--- src/rtl/spi_cmd_pkg.sv ---
package spi_cmd_pkg;

  typedef enum logic [2:0] {
    ST_IDLE,
    ST_OPC,
    ST_TX,
    ST_RX,
    ST_FIN
  } seq_state_t;

  localparam logic [7:0] A_OPC  = 8'h00;
  localparam logic [7:0] A_CMD  = 8'h02;
  localparam logic [7:0] A_STAT = 8'h03;
  localparam logic [7:0] A_CSEL = 8'h1D;
  localparam logic [7:0] A_TXN  = 8'h48;
  localparam logic [7:0] A_RXN  = 8'h4B;
  localparam logic [7:0] A_BUF  = 8'h80;

  localparam int CMD_EXEC_BIT = 0;
  localparam int CMD_CLR_BIT  = 4;

endpackage

--- src/rtl/spi_cmd_regs.sv ---
module spi_cmd_regs
  import spi_cmd_pkg::*;
#(
  parameter int DEPTH = 64,
  parameter int NCS   = 4,
  localparam int AW   = $clog2(DEPTH),
  localparam int CSW  = (NCS > 1) ? $clog2(NCS) : 1
) (
  input  logic           clk,
  input  logic           rst_n,
  input  logic [7:0]     reg_addr,
  input  logic           reg_wr,
  input  logic [7:0]     reg_wdata,
  output logic [7:0]     reg_rdata,
  input  logic           busy,
  input  logic [7:0]     buf_rdata,
  output logic [AW-1:0]  buf_addr,
  output logic           buf_we,
  output logic [7:0]     opc_q,
  output logic [CSW-1:0] csel_q,
  output logic [7:0]     txn_q,
  output logic [7:0]     rxn_q,
  output logic           exec_req,
  output logic           clr_req
);

  logic [7:0]     opc_d, txn_d, rxn_d;
  logic [CSW-1:0] csel_d;
  logic [7:0]     boff;
  logic           in_buf;
  logic           cmd_wr;

  assign boff     = reg_addr - A_BUF;
  assign in_buf   = (reg_addr >= A_BUF) && (32'(boff) < DEPTH);
  assign buf_addr = AW'(boff);
  assign buf_we   = reg_wr && in_buf && !busy;
  assign cmd_wr   = reg_wr && (reg_addr == A_CMD) && !busy;
  assign exec_req = cmd_wr && reg_wdata[CMD_EXEC_BIT];
  assign clr_req  = cmd_wr && reg_wdata[CMD_CLR_BIT];

  always_comb begin
    opc_d  = opc_q;
    txn_d  = txn_q;
    rxn_d  = rxn_q;
    csel_d = csel_q;
    if (reg_wr) begin
      case (reg_addr)
        A_OPC:   opc_d  = reg_wdata;
        A_TXN:   txn_d  = reg_wdata;
        A_RXN:   rxn_d  = reg_wdata;
        A_CSEL:  csel_d = reg_wdata[CSW-1:0];
        default: ;
      endcase
    end
  end

  always_ff @(posedge clk or negedge rst_n) begin
    if (!rst_n) begin
      opc_q  <= '0;
      txn_q  <= '0;
      rxn_q  <= '0;
      csel_q <= '0;
    end else if (reg_wr) begin
      opc_q  <= opc_d;
      txn_q  <= txn_d;
      rxn_q  <= rxn_d;
      csel_q <= csel_d;
    end
  end

  always_comb begin
    reg_rdata = 8'h00;
    if (in_buf) begin
      reg_rdata = buf_rdata;
    end else begin
      case (reg_addr)
        A_OPC:   reg_rdata = opc_q;
        A_CMD:   reg_rdata = {7'b0, busy};
        A_STAT:  reg_rdata = {busy, 7'b0};
        A_CSEL:  reg_rdata = 8'(csel_q);
        A_TXN:   reg_rdata = txn_q;
        A_RXN:   reg_rdata = rxn_q;
        default: reg_rdata = 8'h00;
      endcase
    end
  end

endmodule

--- src/rtl/spi_cmd_buf.sv ---
module spi_cmd_buf #(
  parameter int DEPTH = 64,
  localparam int AW   = $clog2(DEPTH)
) (
  input  logic          clk,
  input  logic [AW-1:0] host_addr,
  input  logic          host_we,
  input  logic [7:0]    host_wdata,
  output logic [7:0]    host_rdata,
  input  logic [AW-1:0] eng_raddr,
  output logic [7:0]    eng_rdata,
  input  logic          eng_we,
  input  logic [AW-1:0] eng_waddr,
  input  logic [7:0]    eng_wdata
);

  logic [7:0]    mem [DEPTH];
  logic          we;
  logic [AW-1:0] waddr;
  logic [7:0]    wdata;

  always_comb begin
    we    = eng_we | host_we;
    waddr = eng_we ? eng_waddr : host_addr;
    wdata = eng_we ? eng_wdata : host_wdata;
  end

  always_ff @(posedge clk) begin
    if (we) mem[waddr] <= wdata;
  end

  assign host_rdata = mem[host_addr];
  assign eng_rdata  = mem[eng_raddr];

endmodule

--- src/rtl/spi_cmd_shift.sv ---
module spi_cmd_shift #(
  parameter int DIV    = 4,
  localparam int HALF  = DIV / 2,
  localparam int HCW   = (HALF > 1) ? $clog2(HALF) : 1
) (
  input  logic       clk,
  input  logic       rst_n,
  input  logic       start,
  input  logic [7:0] tx_byte,
  input  logic       miso,
  output logic       sclk,
  output logic       mosi,
  output logic       done,
  output logic [7:0] rx_byte
);

  logic           act_q, act_d;
  logic           sclk_q, sclk_d;
  logic [HCW-1:0] hcnt_q, hcnt_d;
  logic [2:0]     bcnt_q, bcnt_d;
  logic [7:0]     sh_q, sh_d;
  logic [7:0]     rx_q, rx_d;

  always_comb begin
    act_d  = act_q;
    sclk_d = sclk_q;
    hcnt_d = hcnt_q;
    bcnt_d = bcnt_q;
    sh_d   = sh_q;
    rx_d   = rx_q;
    done   = 1'b0;
    if (!act_q) begin
      if (start) begin
        act_d  = 1'b1;
        sclk_d = 1'b0;
        hcnt_d = '0;
        bcnt_d = '0;
        sh_d   = tx_byte;
      end
    end else if (hcnt_q == HCW'(HALF - 1)) begin
      hcnt_d = '0;
      if (!sclk_q) begin
        sclk_d = 1'b1;
        rx_d   = {rx_q[6:0], miso};
      end else begin
        sclk_d = 1'b0;
        if (bcnt_q == 3'd7) begin
          act_d = 1'b0;
          done  = 1'b1;
        end else begin
          bcnt_d = bcnt_q + 3'd1;
          sh_d   = {sh_q[6:0], 1'b0};
        end
      end
    end else begin
      hcnt_d = hcnt_q + HCW'(1);
    end
  end

  always_ff @(posedge clk or negedge rst_n) begin
    if (!rst_n) begin
      act_q  <= 1'b0;
      sclk_q <= 1'b0;
      hcnt_q <= '0;
      bcnt_q <= '0;
      sh_q   <= '0;
      rx_q   <= '0;
    end else begin
      act_q  <= act_d;
      sclk_q <= sclk_d;
      hcnt_q <= hcnt_d;
      bcnt_q <= bcnt_d;
      sh_q   <= sh_d;
      rx_q   <= rx_d;
    end
  end

  assign sclk    = sclk_q;
  assign mosi    = act_q & sh_q[7];
  assign rx_byte = rx_q;

endmodule

--- src/rtl/spi_cmd_seq.sv ---
module spi_cmd_seq
  import spi_cmd_pkg::*;
#(
  parameter int DEPTH = 64,
  parameter int NCS   = 4,
  localparam int AW   = $clog2(DEPTH),
  localparam int PW   = $clog2(DEPTH + 1),
  localparam int CSW  = (NCS > 1) ? $clog2(NCS) : 1
) (
  input  logic           clk,
  input  logic           rst_n,
  input  logic           exec_req,
  input  logic           clr_req,
  input  logic [7:0]     opc,
  input  logic [CSW-1:0] csel,
  input  logic [7:0]     txn,
  input  logic [7:0]     rxn,
  input  logic           sh_done,
  input  logic [7:0]     sh_rx,
  output logic           sh_start,
  output logic [7:0]     sh_tx,
  output logic [AW-1:0]  buf_raddr,
  input  logic [7:0]     buf_rdata,
  output logic           buf_we,
  output logic [AW-1:0]  buf_waddr,
  output logic [7:0]     buf_wdata,
  output logic           busy,
  output logic [PW-1:0]  ptr,
  output logic [NCS-1:0] cs_n
);

  seq_state_t     st_q, st_d;
  logic [PW-1:0]  ptr_q, ptr_d;
  logic [8:0]     left_q, left_d;
  logic [8:0]     rxe_q, rxe_d;
  logic           wait_q, wait_d;
  logic [7:0]     op_q, op_d;
  logic [CSW-1:0] cs_q, cs_d;
  logic [NCS-1:0] csn_q, csn_d;

  logic [PW-1:0]  base, room;
  logic [8:0]     room9, tx9, rx9, txe9, rest9, rxe9;

  always_comb begin
    base  = clr_req ? '0 : ptr_q;
    room  = PW'(DEPTH) - base;
    room9 = 9'(room);
    tx9   = {1'b0, txn};
    rx9   = {1'b0, rxn};
    txe9  = (tx9 > room9) ? room9 : tx9;
    rest9 = room9 - txe9;
    rxe9  = (rx9 > rest9) ? rest9 : rx9;
  end

  always_comb begin
    st_d      = st_q;
    ptr_d     = ptr_q;
    left_d    = left_q;
    rxe_d     = rxe_q;
    wait_d    = wait_q;
    op_d      = op_q;
    cs_d      = cs_q;
    sh_start  = 1'b0;
    sh_tx     = 8'h00;
    buf_we    = 1'b0;
    buf_wdata = sh_rx;
    case (st_q)
      ST_IDLE: begin
        ptr_d = base;
        if (exec_req) begin
          st_d   = ST_OPC;
          op_d   = opc;
          cs_d   = csel;
          left_d = txe9;
          rxe_d  = rxe9;
          wait_d = 1'b0;
        end
      end
      ST_OPC: begin
        if (!wait_q) begin
          sh_start = 1'b1;
          sh_tx    = op_q;
          wait_d   = 1'b1;
        end else if (sh_done) begin
          wait_d = 1'b0;
          if (left_q != 9'd0) begin
            st_d = ST_TX;
          end else if (rxe_q != 9'd0) begin
            st_d   = ST_RX;
            left_d = rxe_q;
          end else begin
            st_d = ST_FIN;
          end
        end
      end
      ST_TX: begin
        if (!wait_q) begin
          sh_start = 1'b1;
          sh_tx    = buf_rdata;
          wait_d   = 1'b1;
        end else if (sh_done) begin
          wait_d = 1'b0;
          ptr_d  = ptr_q + PW'(1);
          left_d = left_q - 9'd1;
          if (left_q == 9'd1) begin
            if (rxe_q != 9'd0) begin
              st_d   = ST_RX;
              left_d = rxe_q;
            end else begin
              st_d = ST_FIN;
            end
          end
        end
      end
      ST_RX: begin
        if (!wait_q) begin
          sh_start = 1'b1;
          sh_tx    = 8'h00;
          wait_d   = 1'b1;
        end else if (sh_done) begin
          wait_d = 1'b0;
          buf_we = 1'b1;
          ptr_d  = ptr_q + PW'(1);
          left_d = left_q - 9'd1;
          if (left_q == 9'd1) st_d = ST_FIN;
        end
      end
      ST_FIN: begin
        st_d = ST_IDLE;
      end
      default: st_d = ST_IDLE;
    endcase
  end

  always_comb begin
    csn_d = '1;
    if (st_d == ST_OPC || st_d == ST_TX || st_d == ST_RX) begin
      csn_d = ~(NCS'(1) << cs_d);
    end
  end

  always_ff @(posedge clk or negedge rst_n) begin
    if (!rst_n) begin
      st_q   <= ST_IDLE;
      ptr_q  <= '0;
      left_q <= '0;
      rxe_q  <= '0;
      wait_q <= 1'b0;
      op_q   <= '0;
      cs_q   <= '0;
      csn_q  <= '1;
    end else begin
      st_q   <= st_d;
      ptr_q  <= ptr_d;
      left_q <= left_d;
      rxe_q  <= rxe_d;
      wait_q <= wait_d;
      op_q   <= op_d;
      cs_q   <= cs_d;
      csn_q  <= csn_d;
    end
  end

  assign buf_raddr = ptr_q[AW-1:0];
  assign buf_waddr = ptr_q[AW-1:0];
  assign busy      = (st_q != ST_IDLE);
  assign ptr       = ptr_q;
  assign cs_n      = csn_q;

endmodule

--- src/rtl/spi_cmd_engine.sv ---
module spi_cmd_engine #(
  parameter int DEPTH = 64,
  parameter int DIV   = 4,
  parameter int NCS   = 4,
  localparam int AW   = $clog2(DEPTH),
  localparam int PW   = $clog2(DEPTH + 1),
  localparam int CSW  = (NCS > 1) ? $clog2(NCS) : 1
) (
  input  logic           clk,
  input  logic           rst_n,
  input  logic [7:0]     reg_addr,
  input  logic           reg_wr,
  input  logic [7:0]     reg_wdata,
  output logic [7:0]     reg_rdata,
  output logic           spi_sclk,
  output logic           spi_mosi,
  input  logic           spi_miso,
  output logic [NCS-1:0] spi_cs_n
);

  logic [1:0]     rs_q;
  logic           rst_i;
  logic           eng_busy;
  logic [7:0]     opc, txn, rxn;
  logic [CSW-1:0] csel;
  logic           exec_req, clr_req;
  logic [AW-1:0]  host_addr;
  logic           host_we;
  logic [7:0]     host_rdata;
  logic [AW-1:0]  eng_raddr, eng_waddr;
  logic [7:0]     eng_rdata, eng_wdata;
  logic           eng_we;
  logic [PW-1:0]  eng_ptr;
  logic           sh_start, sh_done;
  logic [7:0]     sh_tx, sh_rx;

  always_ff @(posedge clk or negedge rst_n) begin
    if (!rst_n) rs_q <= 2'b00;
    else        rs_q <= {rs_q[0], 1'b1};
  end
  assign rst_i = rs_q[1];

  spi_cmd_regs #(.DEPTH(DEPTH), .NCS(NCS)) u_regs (
    .clk       (clk),
    .rst_n     (rst_i),
    .reg_addr  (reg_addr),
    .reg_wr    (reg_wr),
    .reg_wdata (reg_wdata),
    .reg_rdata (reg_rdata),
    .busy      (eng_busy),
    .buf_rdata (host_rdata),
    .buf_addr  (host_addr),
    .buf_we    (host_we),
    .opc_q     (opc),
    .csel_q    (csel),
    .txn_q     (txn),
    .rxn_q     (rxn),
    .exec_req  (exec_req),
    .clr_req   (clr_req)
  );

  spi_cmd_buf #(.DEPTH(DEPTH)) u_buf (
    .clk        (clk),
    .host_addr  (host_addr),
    .host_we    (host_we),
    .host_wdata (reg_wdata),
    .host_rdata (host_rdata),
    .eng_raddr  (eng_raddr),
    .eng_rdata  (eng_rdata),
    .eng_we     (eng_we),
    .eng_waddr  (eng_waddr),
    .eng_wdata  (eng_wdata)
  );

  spi_cmd_seq #(.DEPTH(DEPTH), .NCS(NCS)) u_seq (
    .clk       (clk),
    .rst_n     (rst_i),
    .exec_req  (exec_req),
    .clr_req   (clr_req),
    .opc       (opc),
    .csel      (csel),
    .txn       (txn),
    .rxn       (rxn),
    .sh_done   (sh_done),
    .sh_rx     (sh_rx),
    .sh_start  (sh_start),
    .sh_tx     (sh_tx),
    .buf_raddr (eng_raddr),
    .buf_rdata (eng_rdata),
    .buf_we    (eng_we),
    .buf_waddr (eng_waddr),
    .buf_wdata (eng_wdata),
    .busy      (eng_busy),
    .ptr       (eng_ptr),
    .cs_n      (spi_cs_n)
  );

  spi_cmd_shift #(.DIV(DIV)) u_shift (
    .clk     (clk),
    .rst_n   (rst_i),
    .start   (sh_start),
    .tx_byte (sh_tx),
    .miso    (spi_miso),
    .sclk    (spi_sclk),
    .mosi    (spi_mosi),
    .done    (sh_done),
    .rx_byte (sh_rx)
  );

endmodule

--- config.mk ---
export PLATFORM = sky130hd
export DESIGN_NAME = spi_cmd_engine
export DESIGN_NICKNAME = d
export VERILOG_FILES = /design/src/rtl/spi_cmd_pkg.sv /design/src/rtl/spi_cmd_regs.sv /design/src/rtl/spi_cmd_buf.sv /design/src/rtl/spi_cmd_shift.sv /design/src/rtl/spi_cmd_seq.sv /design/src/rtl/spi_cmd_engine.sv
export SDC_FILE = /design/constraint.sdc
export NUM_CORES = 1
export LEC_CHECK = 0
export BUFFER_PORTS_ARGS = -buffer_cell sky130_fd_sc_hd__buf_2
export CAP_MARGIN = 25
export CORE_AREA = 2 2 272 328
export DETAILED_ROUTE_END_ITERATION = 16
export DIE_AREA = 0 0 274 330
export GPL_TIMING_DRIVEN = 0
export SKIP_LAST_GASP = 1
export SLEW_MARGIN = 25
export SYNTH_ARGS = -nofsm -noshare
export SYNTH_HDL_FRONTEND = slang
export SYNTH_HIERARCHICAL = 1
export SYNTH_SLANG_ARGS = --single-unit
export TNS_END_PERCENT = 50
--- constraint.sdc ---
create_clock -name clk -period 3 [get_ports clk]
set_clock_uncertainty 0.1 [all_clocks]
set_input_delay 0.15 -clock clk [delete_from_list [all_inputs] [get_ports clk]]
set_output_delay 0.15 -clock clk [all_outputs]
set_load 0.1 [all_outputs]
-- After elaboration in Yosys (flattened, before gate mapping)
Memories as Yosys holds them, arrays and structs flattened.
Cells that the tools add are included.
- logic and storage cells: 171
- output and inout bits: 14
- bits in writable memories: 512
- register bits: 93
- input port bits: 20
- memories kept: 1
- memory list (name ; words ; width ; read ports ; clocked after memory_dff ; wr ports ; RTL line ; RTL):
    u_buf.mem ; 64 ; 8 ; 2 ; 0 ; 1 ; spi_cmd_buf.sv:17 ; logic [7:0] mem [DEPTH];
- magnitude comparators: 4
- equality and inequality tests: 27
- reductions and logical operators: 32
- shifts and indexed selects: 1
- add/sub/neg operators: 7
- bitwise gates (word level): 4
- multiplexer cells: 76
- operator list (kind ; count):
    9-bit two-way mux ; 12
    8-bit two-way mux ; 10
    3-bit two-way mux ; 16
    8-bit one-hot mux with 6 select lines ; 1
    9-bit one-hot mux with 4 select lines ; 1
    1-bit two-way mux ; 25
    7-bit two-way mux ; 3
    9-bit nonzero test ; 2
    8-bit by 2-bit equality test with 1-bit output (second input constant) ; 2
    8-bit by 7-bit equality test with 1-bit output (second input constant) ; 2
    2-bit != test (second input constant) ; 8
    8-bit one-hot mux with 2 select lines ; 1
    7-bit one-hot mux with 2 select lines ; 1
    2-bit AND reduction ; 7
    3-bit by 2-bit equality test with 1-bit output (second input constant) ; 4
    2-bit by 1-bit != test with 1-bit output (second input constant) ; 6
    3-bit one-hot mux with 4 select lines ; 1
    10-bit AND reduction ; 1
    9-bit by 1-bit equality test with 1-bit output (second input constant) ; 1
    8-bit by 9-bit greater-than comparator with 1-bit output ; 1
    7-bit by 9-bit subtractor with 9-bit output ; 1
    9-bit by 1-bit subtractor with 9-bit output (second input constant) ; 1
    8-bit by 5-bit equality test with 1-bit output (second input constant) ; 1
    8-bit greater-or-equal comparator (second input constant) ; 1
    30 further kinds ; 42

-- Logic depth before layout (Yosys ltp)
- word-level depth: 12
- depth in mapped cells: 35

-- Cells and area by module
The synthesis kept the hierarchy.
- modules (own cells, without submodules) (module ; sequential area each (um^2) ; cells an instance ; times used ; area each (um^2)):
    spi_cmd_buf ; 15374.7 ; 1211 ; 1 ; 24176.9
    spi_cmd_seq ; 1081.0 ; 464 ; 1 ; 3671.0
    spi_cmd_regs ; 650.6 ; 113 ; 1 ; 1387.6
    spi_cmd_shift ; 550.5 ; 71 ; 1 ; 1016.0
    spi_cmd_engine ; 50.0 ; 3 ; 1 ; 53.8

-- Worst setup path after synthesis
OpenSTA, ideal clock, no wires.
- path type: input to register
- start point: in reg_addr[4]
- end point: reg u_seq.rxe_q[2]
- arrival: 6896 ps
- data required time: 2776 ps
- stages on the path: 31
- setup slack: -4120 ps
- setup time: 124 ps
- buffers on the path: 1
- cell sequence: or4_4 nor3_4 and4b_1 and2_1 inv_2 nand2_1 ha_1 nor4bb_1 o21ai_1 and2_1 ha_1 a311o_1 a211o_1 o211a_1 nand2_1 mux2i_1 ha_1 a21oi_1 nor2_1 o21ai_0 o211ai_1 o311ai_2 o21ai_0 a21o_1 ha_1 nand4_1 nor2_1 o31ai_1 clkbuf_1 a21oi_1 a211o_1
- longest elaborated chain between the ends: 11
- elaborated cells on any way between the ends: 13
- those cells by class: 2 x add/sub; 2 x order compare; 1 x eq/ne; 3 x mux; 5 x reduce/logical
- RTL lines (element ; RTL line ; RTL):
    start, declared ; spi_cmd_engine.sv:11 ; input logic [7:0] reg_addr,
    8-bit by 2-bit equality test with 1-bit output * ; spi_cmd_regs.sv:37 ; assign cmd_wr = reg_wr && (reg_addr == A_CMD) && !busy;
    1-bit logical AND * (2 in a row) ; spi_cmd_regs.sv:37 ;
    1-bit logical AND * ; spi_cmd_regs.sv:39 ; assign clr_req = cmd_wr && reg_wdata[CMD_CLR_BIT];
    named net clr_req ; spi_cmd_engine.sv:26 ; logic exec_req, clr_req;
    7-bit two-way mux * ; spi_cmd_seq.sv:45 ; base = clr_req ? '0 : ptr_q;
    7-bit subtractor * ; spi_cmd_seq.sv:46 ; room = PW'(DEPTH) - base;
    8-bit by 7-bit greater-than comparator with 1-bit output ; spi_cmd_seq.sv:50 ; txe9 = (tx9 > room9) ? room9 : tx9;
    8-bit two-way mux ; spi_cmd_seq.sv:50 ;
    7-bit by 9-bit subtractor with 9-bit output * ; spi_cmd_seq.sv:51 ; rest9 = room9 - txe9;
    8-bit by 9-bit greater-than comparator with 1-bit output ; spi_cmd_seq.sv:52 ; rxe9 = (rx9 > rest9) ? rest9 : rx9;
    9-bit two-way mux * ; spi_cmd_seq.sv:52 ;
    end signal, assigned ; spi_cmd_seq.sv:156 ; rxe_q <= rxe_d;
    end, declared ; spi_cmd_seq.sv:35 ; logic [8:0] rxe_q, rxe_d;
The timed path passes the listed nets; every way through them passes the cells marked *.
A chain may end at the register's enable or synchronous reset.

-- Final worst setup path
- start point: reg u_seq.st_q[1]
- end point: reg u_seq.rxe_q[2]
- longest elaborated chain between the ends: 11
- elaborated cells on any way between the ends: 14
- those cells by class: 2 x add/sub; 2 x order compare; 3 x mux; 7 x reduce/logical
- RTL lines (element ; RTL line ; RTL):
    start, declared ; spi_cmd_seq.sv:32 ; seq_state_t st_q, st_d;
    start signal, assigned ; spi_cmd_seq.sv:153 ; st_q <= st_d;
    3-bit nonzero test * ; spi_cmd_seq.sv:166 ; assign busy = (st_q != ST_IDLE);
    named net eng_busy ; spi_cmd_engine.sv:23 ; logic eng_busy;
    1-bit zero test * ; spi_cmd_regs.sv:37 ;
    1-bit logical AND * ; spi_cmd_regs.sv:37 ;
    1-bit logical AND * ; spi_cmd_regs.sv:39 ;
    named net clr_req ; spi_cmd_engine.sv:26 ;
    7-bit two-way mux * ; spi_cmd_seq.sv:45 ;
    7-bit subtractor * ; spi_cmd_seq.sv:46 ;
    8-bit by 7-bit greater-than comparator with 1-bit output ; spi_cmd_seq.sv:50 ;
    8-bit two-way mux ; spi_cmd_seq.sv:50 ;
    7-bit by 9-bit subtractor with 9-bit output * ; spi_cmd_seq.sv:51 ;
    8-bit by 9-bit greater-than comparator with 1-bit output ; spi_cmd_seq.sv:52 ;
    9-bit two-way mux * ; spi_cmd_seq.sv:52 ;
Marked as above.

==> metrics <==
outcome finished with violations; failing checks setup timing; Rows ~120; commonest non-fill, non-tap cell in the layout edfxtp_1; Static Leakage between 10 and 15 nW; TritonCTS clock tree yes; initial antenna violation count 1; Place WS -4.98 ns; clock latency on the worst-skew pair ~0.65 ns; Critical Path RT between 3 and 4 ns; DRT Pass-1 Iters 6; clk slew on worst S/H paths roughly 0.06 ns; violation count after the first detailed-routing iteration between 2000 and 2500; Finished Cell Area just under 40000 sq um; setup repair after global routing missed its margin yes; Total Power ~22 mW; min Tclk post-route 6.59 ns; period utilisation layout 2.20; Vias/cell 5.92; Overflow after GRT 0; final hold violation count 0; largest stage delay on the critical path 0.41 ns; most frequent cells in the layout edfxtp_1 (512), mux4_2 (266), buf_4 (120); TNS Setup -117.91 ns; Mean Syn Cell Area 16.3 sq um; Max Cap Violations 0; port bufs 32; die span in y 330 microns; largest net degree at the start of global routing between 60 and 70; routed via count 19600; type of origin of the critical path register; Final Instance Count excl. Fillers between 3000 and 4000; routed wire length just under 100000 microns; Slew @ Worst Pin 1.15 ns; worst hold slack around 0.057 ns; io pins 34; CP max-delay cell dfrtp_1; Final Max Tran Viols 0; Worst IR Drop VDD between 0.0004 and 0.0005 V; Initial Util 0.347; power density cells 576 nW/um^2; Fmax between 150 and 200 MHz; CP Capture Type register; Syn Inst Count around 1900; die span in x 274 microns; detailed placement HPWL 68500 microns; post-synth net total ~1900; area delta synth->final 27.2%; antenna fix cells 0; placed cells around 3000; worst min-delay path category primary input to register; # clock sinks 605; clk root buf clkbuf_16; CP most frequent cell ha_4; final setup fails around 700; Worst slew margin 0.234; highest metal used met5; # DRC 0; Warnings, synthesis 6; met1 wire length between 30000 and 40000 microns; Global Route Usage Sum 0.219; wire length on met2 just over 50000 microns; post-route setup slack -3.59 ns; number of global-route vias before repair about 20000; total CTS buffers roughly 60; htree depth 2; first-pass GRT wire length between 100000 and 150000 microns; drt wl/cell approximately 30 microns; Final Util 0.441; highest fanout seen on the critical path 4; Routability Congestion between 0.9 and 1; Core Area 87300 sq um; Die ar. ~90000 sq um; share of post-route cells with drive strength above 1 0.464; worst path arrival time about 7.0 ns; area post-placement approximately 32000 sq um; routed wire length on met3 approximately 6700 microns; Post-Syn Area 30300 sq um; Nets 2162; maximum root-to-sink buffer count 3; Crit Path Class register to register; Final ANT Viol Nets 0
[worst max-delay path, delay by kind of cell, from the launching register on]
family,cells,cell delay (ns)
AOI/OAI and AO/OA,11,2.69
xor gates and xnor gates,1,0.08
adders and majority gates,4,0.87
buffers and inverters,5,0.56
DFF,1,0.41
muxes,2,0.45
and+or+nand+nor,9,1.30
[timing repair]
item	CTS	global route
gates cloned	1	1
gates resized for setup	470	35
setup endpoints to repair	1072	967
hold buffers	16	0
pin swaps	128	34
buffers inserted	142	14
endpoints found under the hold margin	29	0
[layout make-up]
class | instances | area (sq um)
fill | 7626 | 48800
sequential | 605 | 17700
multi-input combinational | 1089 | 13800
timing repair buffer | 201 | 2250
clock buffer | 72 | 1610
tap | 1149 | 1440
buffer | 130 | 1190
clock inverter | 42 | 417
inverter | 29 | 119
[sequential cells by signal (all words and copies together), names as in the netlist, 3 cells and up]
signal,flops
u_seq/cs_n,4
u_regs/rxn_q,8
u_seq/left_q,9
u_seq/rxe_q,9
u_shift/sh_q,8
u_buf/mem,512
u_seq/op_q,8
u_shift/bcnt_q,3
u_shift/rx_byte,8
u_regs/txn_q,8
u_seq/ptr,7
u_seq/st_q,3
u_regs/opc_q,8
[report_power, final]
group / switching (mW) / total, mW / leakage (nW) / internal [mW]
Combinational: 2.72 / 5.02 / 6.21 / 2.30
Clock: 3.32 / 7.75 / 0.990 / 4.43
Sequential: 0.150 / 9.39 / 5.79 / 9.25
[final timing paths]
kind                            depth (start not counted)              end  slack (ns)           from
worst max-delay path                                   32   u_seq/rxe_q[2]       -3.59  u_seq/st_q[1]
worst min-delay path                                    4  u_regs/opc_q[7]        0.06    reg_addr[1]
worst max register to register                         32   u_seq/rxe_q[2]       -3.59  u_seq/st_q[1]
worst min register to register                          0  u_regs/rxn_q[6]        0.14        rs_q[1]
max in group asynchronous                               2     u_seq/ptr[0]        1.85        rs_q[1]
min in group asynchronous                               0  u_regs/rxn_q[6]        0.14        rs_q[1]
[per-layer routing]
metal	up-vias	global-route usage
li1	8144	-
met5	-	0
met1	10300	0.255
met4	2	0.113
met2	887	0.388
met3	273	0.0369
(Power assumes the default switching activity.)
